### src/rtl/lcd_seq_pkg.sv
package lcd_seq_pkg;

  // Bias rails, highest potential first
  typedef enum logic [1:0] {
    RAIL_TOP    = 2'd0,
    RAIL_HI_MID = 2'd1,
    RAIL_LO_MID = 2'd2,
    RAIL_BOT    = 2'd3
  } rail_e;

  localparam int unsigned DUTY_MIN = 3;
  localparam int unsigned DUTY_MAX = 5;

  // Scan length selected by the duty pins
  function automatic int unsigned duty_phases(input logic [1:0] sel);
    if (sel[1])      return DUTY_MAX;
    else if (sel[0]) return DUTY_MIN + 1;
    else             return DUTY_MIN;
  endfunction

endpackage

### src/rtl/lcd_phase_ctrl.sv
module lcd_phase_ctrl
  import lcd_seq_pkg::*;
#(
  parameter int unsigned NUM_COM = 5,
  parameter int unsigned CNT_W   = $clog2(NUM_COM + 1)
) (
  input  logic             clk,
  input  logic             rst_n,
  input  logic             osc_tick,
  input  logic [1:0]       duty_sel,
  output logic [CNT_W-1:0] phase,
  output logic             polarity,
  output logic [CNT_W-1:0] n_active
);

  logic [CNT_W-1:0] n_req;
  logic             at_last;

  assign n_req   = CNT_W'(duty_phases(duty_sel));
  assign at_last = (phase == n_active - CNT_W'(1));

  always_ff @(posedge clk or negedge rst_n) begin
    if (!rst_n) begin
      phase    <= '0;
      polarity <= 1'b0;
      n_active <= CNT_W'(DUTY_MAX);
    end else if (osc_tick) begin
      if (n_req != n_active) begin
        n_active <= n_req;
        phase    <= '0;
      end else if (at_last) begin
        phase    <= '0;
        polarity <= ~polarity;
      end else begin
        phase    <= phase + CNT_W'(1);
      end
    end
  end

  // phase stays inside the active scan
  a_r3_phase_in_range: assert property (@(posedge clk) disable iff (!rst_n)
    phase < n_active);

  // no tick, no movement
  a_r3_hold_without_tick: assert property (@(posedge clk) disable iff (!rst_n)
    !osc_tick |=> $stable(phase) && $stable(polarity));

  // wrap flips the frame polarity
  a_r4_toggle_on_wrap: assert property (@(posedge clk) disable iff (!rst_n)
    osc_tick && (n_req == n_active) && at_last |=> (phase == '0) && (polarity != $past(polarity)));

  // duty change restarts the scan, polarity kept
  a_r9_duty_restart: assert property (@(posedge clk) disable iff (!rst_n)
    osc_tick && (n_req != n_active) |=> (phase == '0) && $stable(polarity));

endmodule

### src/rtl/lcd_com_drive.sv
module lcd_com_drive
  import lcd_seq_pkg::*;
#(
  parameter int unsigned NUM_COM = 5,
  parameter int unsigned CNT_W   = $clog2(NUM_COM + 1)
) (
  input  logic               clk,
  input  logic               rst_n,
  input  logic [CNT_W-1:0]   phase,
  input  logic               polarity,
  input  logic [CNT_W-1:0]   n_active,
  output logic [2*NUM_COM-1:0] com_code
);

  logic [NUM_COM-1:0] shows_select;

  for (genvar k = 0; k < NUM_COM; k++) begin : g_com
    logic  picked;
    rail_e code;

    assign picked = (CNT_W'(k) < n_active) && (phase == CNT_W'(k));

    always_comb begin
      if (polarity) code = picked ? RAIL_BOT : RAIL_HI_MID;
      else          code = picked ? RAIL_TOP : RAIL_LO_MID;
    end

    assign com_code[2*k +: 2] = code;
    assign shows_select[k]    = (com_code[2*k +: 2] == (polarity ? RAIL_BOT : RAIL_TOP));

    // commons outside the scan never show select
    a_r6_idle_common: assert property (@(posedge clk) disable iff (!rst_n)
      (CNT_W'(k) >= n_active) |-> !shows_select[k]);
  end

  // exactly one common at the select level
  a_r5_single_select: assert property (@(posedge clk) disable iff (!rst_n)
    $countones(shows_select) == 1);

endmodule

### src/rtl/lcd_seg_drive.sv
module lcd_seg_drive
  import lcd_seq_pkg::*;
#(
  parameter int unsigned NUM_COM = 5,
  parameter int unsigned NUM_SEG = 80,
  parameter int unsigned CNT_W   = $clog2(NUM_COM + 1)
) (
  input  logic                       clk,
  input  logic                       rst_n,
  input  logic [CNT_W-1:0]           phase,
  input  logic                       polarity,
  input  logic                       blank_n,
  input  logic [NUM_COM*NUM_SEG-1:0] row_bits,
  output logic [2*NUM_SEG-1:0]       seg_code
);

  logic [NUM_SEG-1:0] row_sel;
  logic [NUM_SEG-1:0] is_on_level;
  logic [NUM_SEG-1:0] is_common_side;

  always_comb begin
    row_sel = '0;
    for (int k = 0; k < NUM_COM; k++) begin
      if (phase == CNT_W'(k)) row_sel = row_bits[k*NUM_SEG +: NUM_SEG];
    end
  end

  for (genvar i = 0; i < NUM_SEG; i++) begin : g_seg
    logic  lit;
    rail_e code;

    assign lit = row_sel[i] & blank_n;

    always_comb begin
      if (polarity) code = lit ? RAIL_TOP : RAIL_LO_MID;
      else          code = lit ? RAIL_BOT : RAIL_HI_MID;
    end

    assign seg_code[2*i +: 2]  = code;
    assign is_on_level[i]      = (seg_code[2*i +: 2] == (polarity ? RAIL_TOP : RAIL_BOT));
    assign is_common_side[i]   = (seg_code[2*i +: 2] == (polarity ? RAIL_BOT : RAIL_TOP)) ||
                                 (seg_code[2*i +: 2] == (polarity ? RAIL_HI_MID : RAIL_LO_MID));
  end

  // blank leaves no segment lit
  a_r8_blank_all_off: assert property (@(posedge clk) disable iff (!rst_n)
    !blank_n |-> (is_on_level == '0));

  // segments use only the rails opposite the commons
  a_r7_segment_rails: assert property (@(posedge clk) disable iff (!rst_n)
    is_common_side == '0);

endmodule

### src/rtl/lcd_mux_sequencer.sv
module lcd_mux_sequencer
  import lcd_seq_pkg::*;
#(
  parameter int unsigned NUM_COM = 5,
  parameter int unsigned NUM_SEG = 80
) (
  input  logic                       clk,
  input  logic                       rst_n,
  input  logic                       osc_tick,
  input  logic [1:0]                 duty_sel,
  input  logic                       blank_n,
  input  logic [NUM_COM*NUM_SEG-1:0] row_bits,
  output logic [2*NUM_COM-1:0]       com_code,
  output logic [2*NUM_SEG-1:0]       seg_code
);

  localparam int unsigned CNT_W = $clog2(NUM_COM + 1);

  logic [CNT_W-1:0] phase;
  logic [CNT_W-1:0] n_active;
  logic             polarity;

  lcd_phase_ctrl #(.NUM_COM(NUM_COM), .CNT_W(CNT_W)) u_phase (
    .clk      (clk),
    .rst_n    (rst_n),
    .osc_tick (osc_tick),
    .duty_sel (duty_sel),
    .phase    (phase),
    .polarity (polarity),
    .n_active (n_active)
  );

  lcd_com_drive #(.NUM_COM(NUM_COM), .CNT_W(CNT_W)) u_com (
    .clk      (clk),
    .rst_n    (rst_n),
    .phase    (phase),
    .polarity (polarity),
    .n_active (n_active),
    .com_code (com_code)
  );

  lcd_seg_drive #(.NUM_COM(NUM_COM), .NUM_SEG(NUM_SEG), .CNT_W(CNT_W)) u_seg (
    .clk      (clk),
    .rst_n    (rst_n),
    .phase    (phase),
    .polarity (polarity),
    .blank_n  (blank_n),
    .row_bits (row_bits),
    .seg_code (seg_code)
  );

endmodule

### config.mk
export PLATFORM = sky130hd
export DESIGN_NAME = lcd_mux_sequencer
export DESIGN_NICKNAME = d
export VERILOG_FILES = /design/src/rtl/lcd_seq_pkg.sv /design/src/rtl/lcd_phase_ctrl.sv /design/src/rtl/lcd_com_drive.sv /design/src/rtl/lcd_seg_drive.sv /design/src/rtl/lcd_mux_sequencer.sv
export SDC_FILE = /design/constraint.sdc
export NUM_CORES = 1
export LEC_CHECK = 0
export ABC_AREA = 1
export BUFFER_PORTS_ARGS = -buffer_cell sky130_fd_sc_hd__buf_2
export CAP_MARGIN = 15
export CELL_PAD_IN_SITES_DETAIL_PLACEMENT = 1
export CELL_PAD_IN_SITES_GLOBAL_PLACEMENT = 1
export CORE_AREA = 5 5 222 224
export DETAILED_ROUTE_END_ITERATION = 12
export DIE_AREA = 0 0 227 229
export HOLD_SLACK_MARGIN = 0.12
export PLACE_DENSITY = 0.7
export SLEW_MARGIN = 10
export SYNTH_ARGS = -nofsm -noshare
export SYNTH_HDL_FRONTEND = slang
export SYNTH_SLANG_ARGS = --single-unit
export TNS_END_PERCENT = 1
### constraint.sdc
create_clock -name clk -period 10.44 [get_ports clk]
set_input_delay 2.088 -clock clk [delete_from_list [all_inputs] [get_ports clk]]
set_output_delay 2.088 -clock clk [all_outputs]
set_load 0.05 [all_outputs]
==> reports/summary.md <==
TritonCTS built the clock tree. The final total negative setup slack was 0 ns; the count of synthesis-stage warnings from yosys was 0. In this run, post-CTS hold repair placed 0 buffers. The die extent in x is 227 µm. The area growth from synthesis to layout is 37.23%. Final number of max-transition violations: 0. The worst-path cell with the longest stage delay was sky130_fd_sc_hd__inv_2. Counting instances in the post-synthesis netlist gives the leading cell types as sky130_fd_sc_hd__nand2_1, sky130_fd_sc_hd__inv_1, sky130_fd_sc_hd__nand3_1. Routability-driven placement finished with a final weighted congestion of 0.8796. Die outline area: 0.05198 mm². The cell that appears most often on the critical path is sky130_fd_sc_hd__nand2_1.

The post-CTS clock slew at the launch and capture registers of the worst setup and hold paths works out to 0.04 ns. Among all flip-flop cells after synthesis, the most frequent one is sky130_fd_sc_hd__dfrtp_1. For this run, the slowest stage of the critical path takes 0.59 ns.

The residual DRC count is 0, and the overall power after layout is 2.487 mW. The mapped cell area is 0.007511 mm², and the minimum clock period is 6.232 ns. Summed over its instances, the top area cell type makes up 37.53% of the synthesized netlist area. The reported leakage power is 6.641 nW, and the post-CTS setup repair buffer count is 0.

Data arrives at the worst endpoint at 4.14 ns. The later-pin clock latency in the skew report came out at 0.24 ns. Setup repair after global routing left no endpoint under its margin. In the final layout, the share of cells above drive strength 1 is 28.48%. The async set-reset flop share out of synthesis works out to 100.0%. For the final-stage net count, the log shows 2,535. The tools report the distinct cell type count after synthesis as 19. The longest clock path from root to sink contains 2 buffers.

The number of cells on the worst reg-to-reg path was 5; the per-cell routed wire length was 16.02 µm. The largest delay contributor family on the critical path is buffers and inverters. The tools report the number of H-tree branching levels as 1.

For the worst max-slew margin expressed relative to the limit, the log shows 28.56%. For this run the aggregate overflow at the end of global routing stands at 0. Average vias per placed instance: 4.224. At the pin with the least slew margin, the transition time is 1.072 ns. For the largest net degree at the start of global routing, the log shows 106. For the final standard cell area without fillers, the log shows 0.01031 mm². The tool flagged a number of max-cap violations equal to 0. For the number of nets with antenna violations after detailed routing, the log shows 0. Clock tree synthesis selected as its root buffer the cell sky130_fd_sc_hd__clkbuf_16. Maximum vdd drop: 417.8 µV.

Count of flip-flops with a built-in enable after synthesis: 0. The core outline area came out at 0.04715 mm². For this configuration, the core starts out at a cell density of 15.93%.

The tools report the peak clock frequency supported by timing as 160.5 MHz. For this block, the via count after detailed routing is 11,581. The setup slack on the worst flop-to-flop path was 8.26 ns; the average size of a mapped cell was 4.354 µm².

In this run the worst path has a maximum fanout of 72. The tools report the worst flop-to-flop path startpoint as u_phase.phase[2]. The clock arrives with 0.003159 ns of skew.

Yosys attributes the largest share of cell area to sky130_fd_sc_hd__nand2_1, sky130_fd_sc_hd__nand3_1, sky130_fd_sc_hd__inv_1, sky130_fd_sc_hd__buf_4, sky130_fd_sc_hd__nor2_1. Port buffering added 575 buffers. The number of setup violations in the final report was 0.

The via count of the first global-routing pass came out at 11,430. Kind of end point of the critical path: an output pin. The vertical extent of the die works out to 229 µm. The run gives 0 as the post-CTS resize count. The number of buffers and inverters on the critical path is 6. The placed standard-cell area was 0.01021 mm²; the fraction of the cycle the final worst path needs was 59.69%. In this run the power density over the cells is 241.3 mW/mm². Critical register-to-register path endpoint: u_phase.phase[2]. Global-route wire length before repair: 64,490 µm.

The tools report the synthesized instance count as 1,725. Along the worst hold path, the cell count comes to 2. sky130_fd_sc_hd__nand2_1 takes more of the synthesized area than any other cell. The starting DRC count in detailed routing was 509.

The total number of placement rows was 80; the post-DP HPWL was 33,100 µm. The critical path is of the flop to output pin type. The tools report the startpoint of the lowest-slack hold path as u_phase.n_active[2].

The endpoint required time on the critical path was 8.35 ns. The net count after synthesis was 2,138. Across every metal layer, demand over resource in global routing totals 15.50%.

The element type at the critical path start was a flop. The most frequently used cell type in the post-synthesis netlist was sky130_fd_sc_hd__nand2_1. The tools report the endpoint with the worst hold slack as u_phase.n_active[2]. The first TritonRoute pass finished after 4 iterations. Traced cell by cell, the critical path runs through clkinv_2, buf_4, ha_4, inv_2, buf_4, o21ai_0, inv_1, nand2_1, nand2_1, nand3_1, nand2_1, buf_2.

The path class of the tightest hold or removal check is flop to flop. The total detailed-routing wirelength is 43,940 µm, and the sequential area share after synthesis is 2.365%. The tools report the number of hold-slack violations in the final timing report as 0.

The clock drives 7 sinks. The clock buffer count from CTS was 3. After synthesis the netlist holds a flip-flop and latch count of 7. The run finished with clean final reports.

In this run the count of I/O pins placed on the die edge is 576. The initial antenna violation count was 11.
-- power breakdown --
group	leakage (nW)	internal [mW]	switching, mW
clock	0.0382	0.0510	0.0161
combinational	6.52	0.469	1.88
sequential	0.0868	0.0333	0.0334
total	6.64	0.553	1.93
-- cell type report --
cell class | instances | area (µm²)
fill | 6564 | 36840
multi-input combinational | 1267 | 5328
timing repair buffer | 587 | 2968
inverter | 256 | 967.2
tap | 615 | 769.5
sequential | 7 | 181.4
clock buffer | 4 | 78.83
antenna | 6 | 15.01
-- worst register-to-register path: cells and delay by family, from the launching register on --
family | cells | cell delay (ns)
buffers and inverters | 2 | 1.08
adders and majority gates | 1 | 0.34
and+or+nand+nor | 2 | 0.22
DFF | 1 | 0.49
-- how the worst max path moves through the flow --
| stage | cells after the start | slack (ns) | startpoint | to |
|---|---|---|---|---|
| 2_1_floorplan | 5 | 4.85 | u_phase.polarity | seg_code[143] |
| 3_3_place_gp | 7 | 4.26 | blank_n | seg_code[69] |
| 3_5_place_dp | 7 | 4.23 | blank_n | seg_code[69] |
| 4_1_cts | 12 | 4.13 | u_phase.phase[2] | seg_code[69] |
| 5_1_grt | 12 | 3.92 | u_phase.phase[2] | seg_code[69] |
| 6_report | 12 | 4.21 | u_phase.phase[2] | seg_code[69] |
-- per-stage QoR --
stage	setup WS, ns	utilization, %	std cells	hold WS [ns]
floorplan	4.847	-	1725	0.4887
global placement	4.265	21.66	2732	0.5349
detailed placement	4.227	21.66	2732	0.5417
CTS	4.126	21.83	2736	0.5479
global route	3.919	21.86	2741	0.5860
finish	4.208	21.86	2742	0.5416
-- flip-flops by register name, indices dropped and copies added (netlist names) --
register / cells
u_phase.n_active: 3
u_phase.phase: 3
u_phase.polarity: 1
-- per-layer routing --
metal	share of wire, %	wire, µm	GRT usage, %
met5	0.064	28	0
met1	41	17970	18.44
met2	50	21760	28.47
met3	7.8	3449	3.662
met4	1.7	725	2.785
-- placed cells by master, fill, tap and decap left out --
cell                        instances
sky130_fd_sc_hd__buf_4             12
sky130_fd_sc_hd__buf_2            575
sky130_fd_sc_hd__dfrtp_1            4
sky130_fd_sc_hd__clkbuf_1           1
sky130_fd_sc_hd__xor2_1             5
sky130_fd_sc_hd__clkinv_2           3
sky130_fd_sc_hd__ha_4               2
sky130_fd_sc_hd__or2_2              1
sky130_fd_sc_hd__nor2_4             1
sky130_fd_sc_hd__nand2_4            1
sky130_fd_sc_hd__nand2_8            1
sky130_fd_sc_hd__nand2_1          750
sky130_fd_sc_hd__nand4_1            2
sky130_fd_sc_hd__nor2_1           164
sky130_fd_sc_hd__o21ai_1           12
sky130_fd_sc_hd__dfrtp_4            1
sky130_fd_sc_hd__inv_4              1
sky130_fd_sc_hd__nand3b_1           1
sky130_fd_sc_hd__dfstp_2            2
sky130_fd_sc_hd__nand3_1          249
sky130_fd_sc_hd__diode_2            6
sky130_fd_sc_hd__ha_1               5
sky130_fd_sc_hd__inv_1            251
sky130_fd_sc_hd__inv_2              1
sky130_fd_sc_hd__o21ai_0           73
sky130_fd_sc_hd__clkbuf_16          3
-- logic make-up after synthesis --
kind of cell    share of synthesized area, %
xor+xnor                              0.5830
flops                                  2.365
fa+ha+maj                              1.166
compound gates                         5.664
simple gates                           62.80
buf+inv                                27.42
Note: power is estimated with default switching activity, not from simulation.
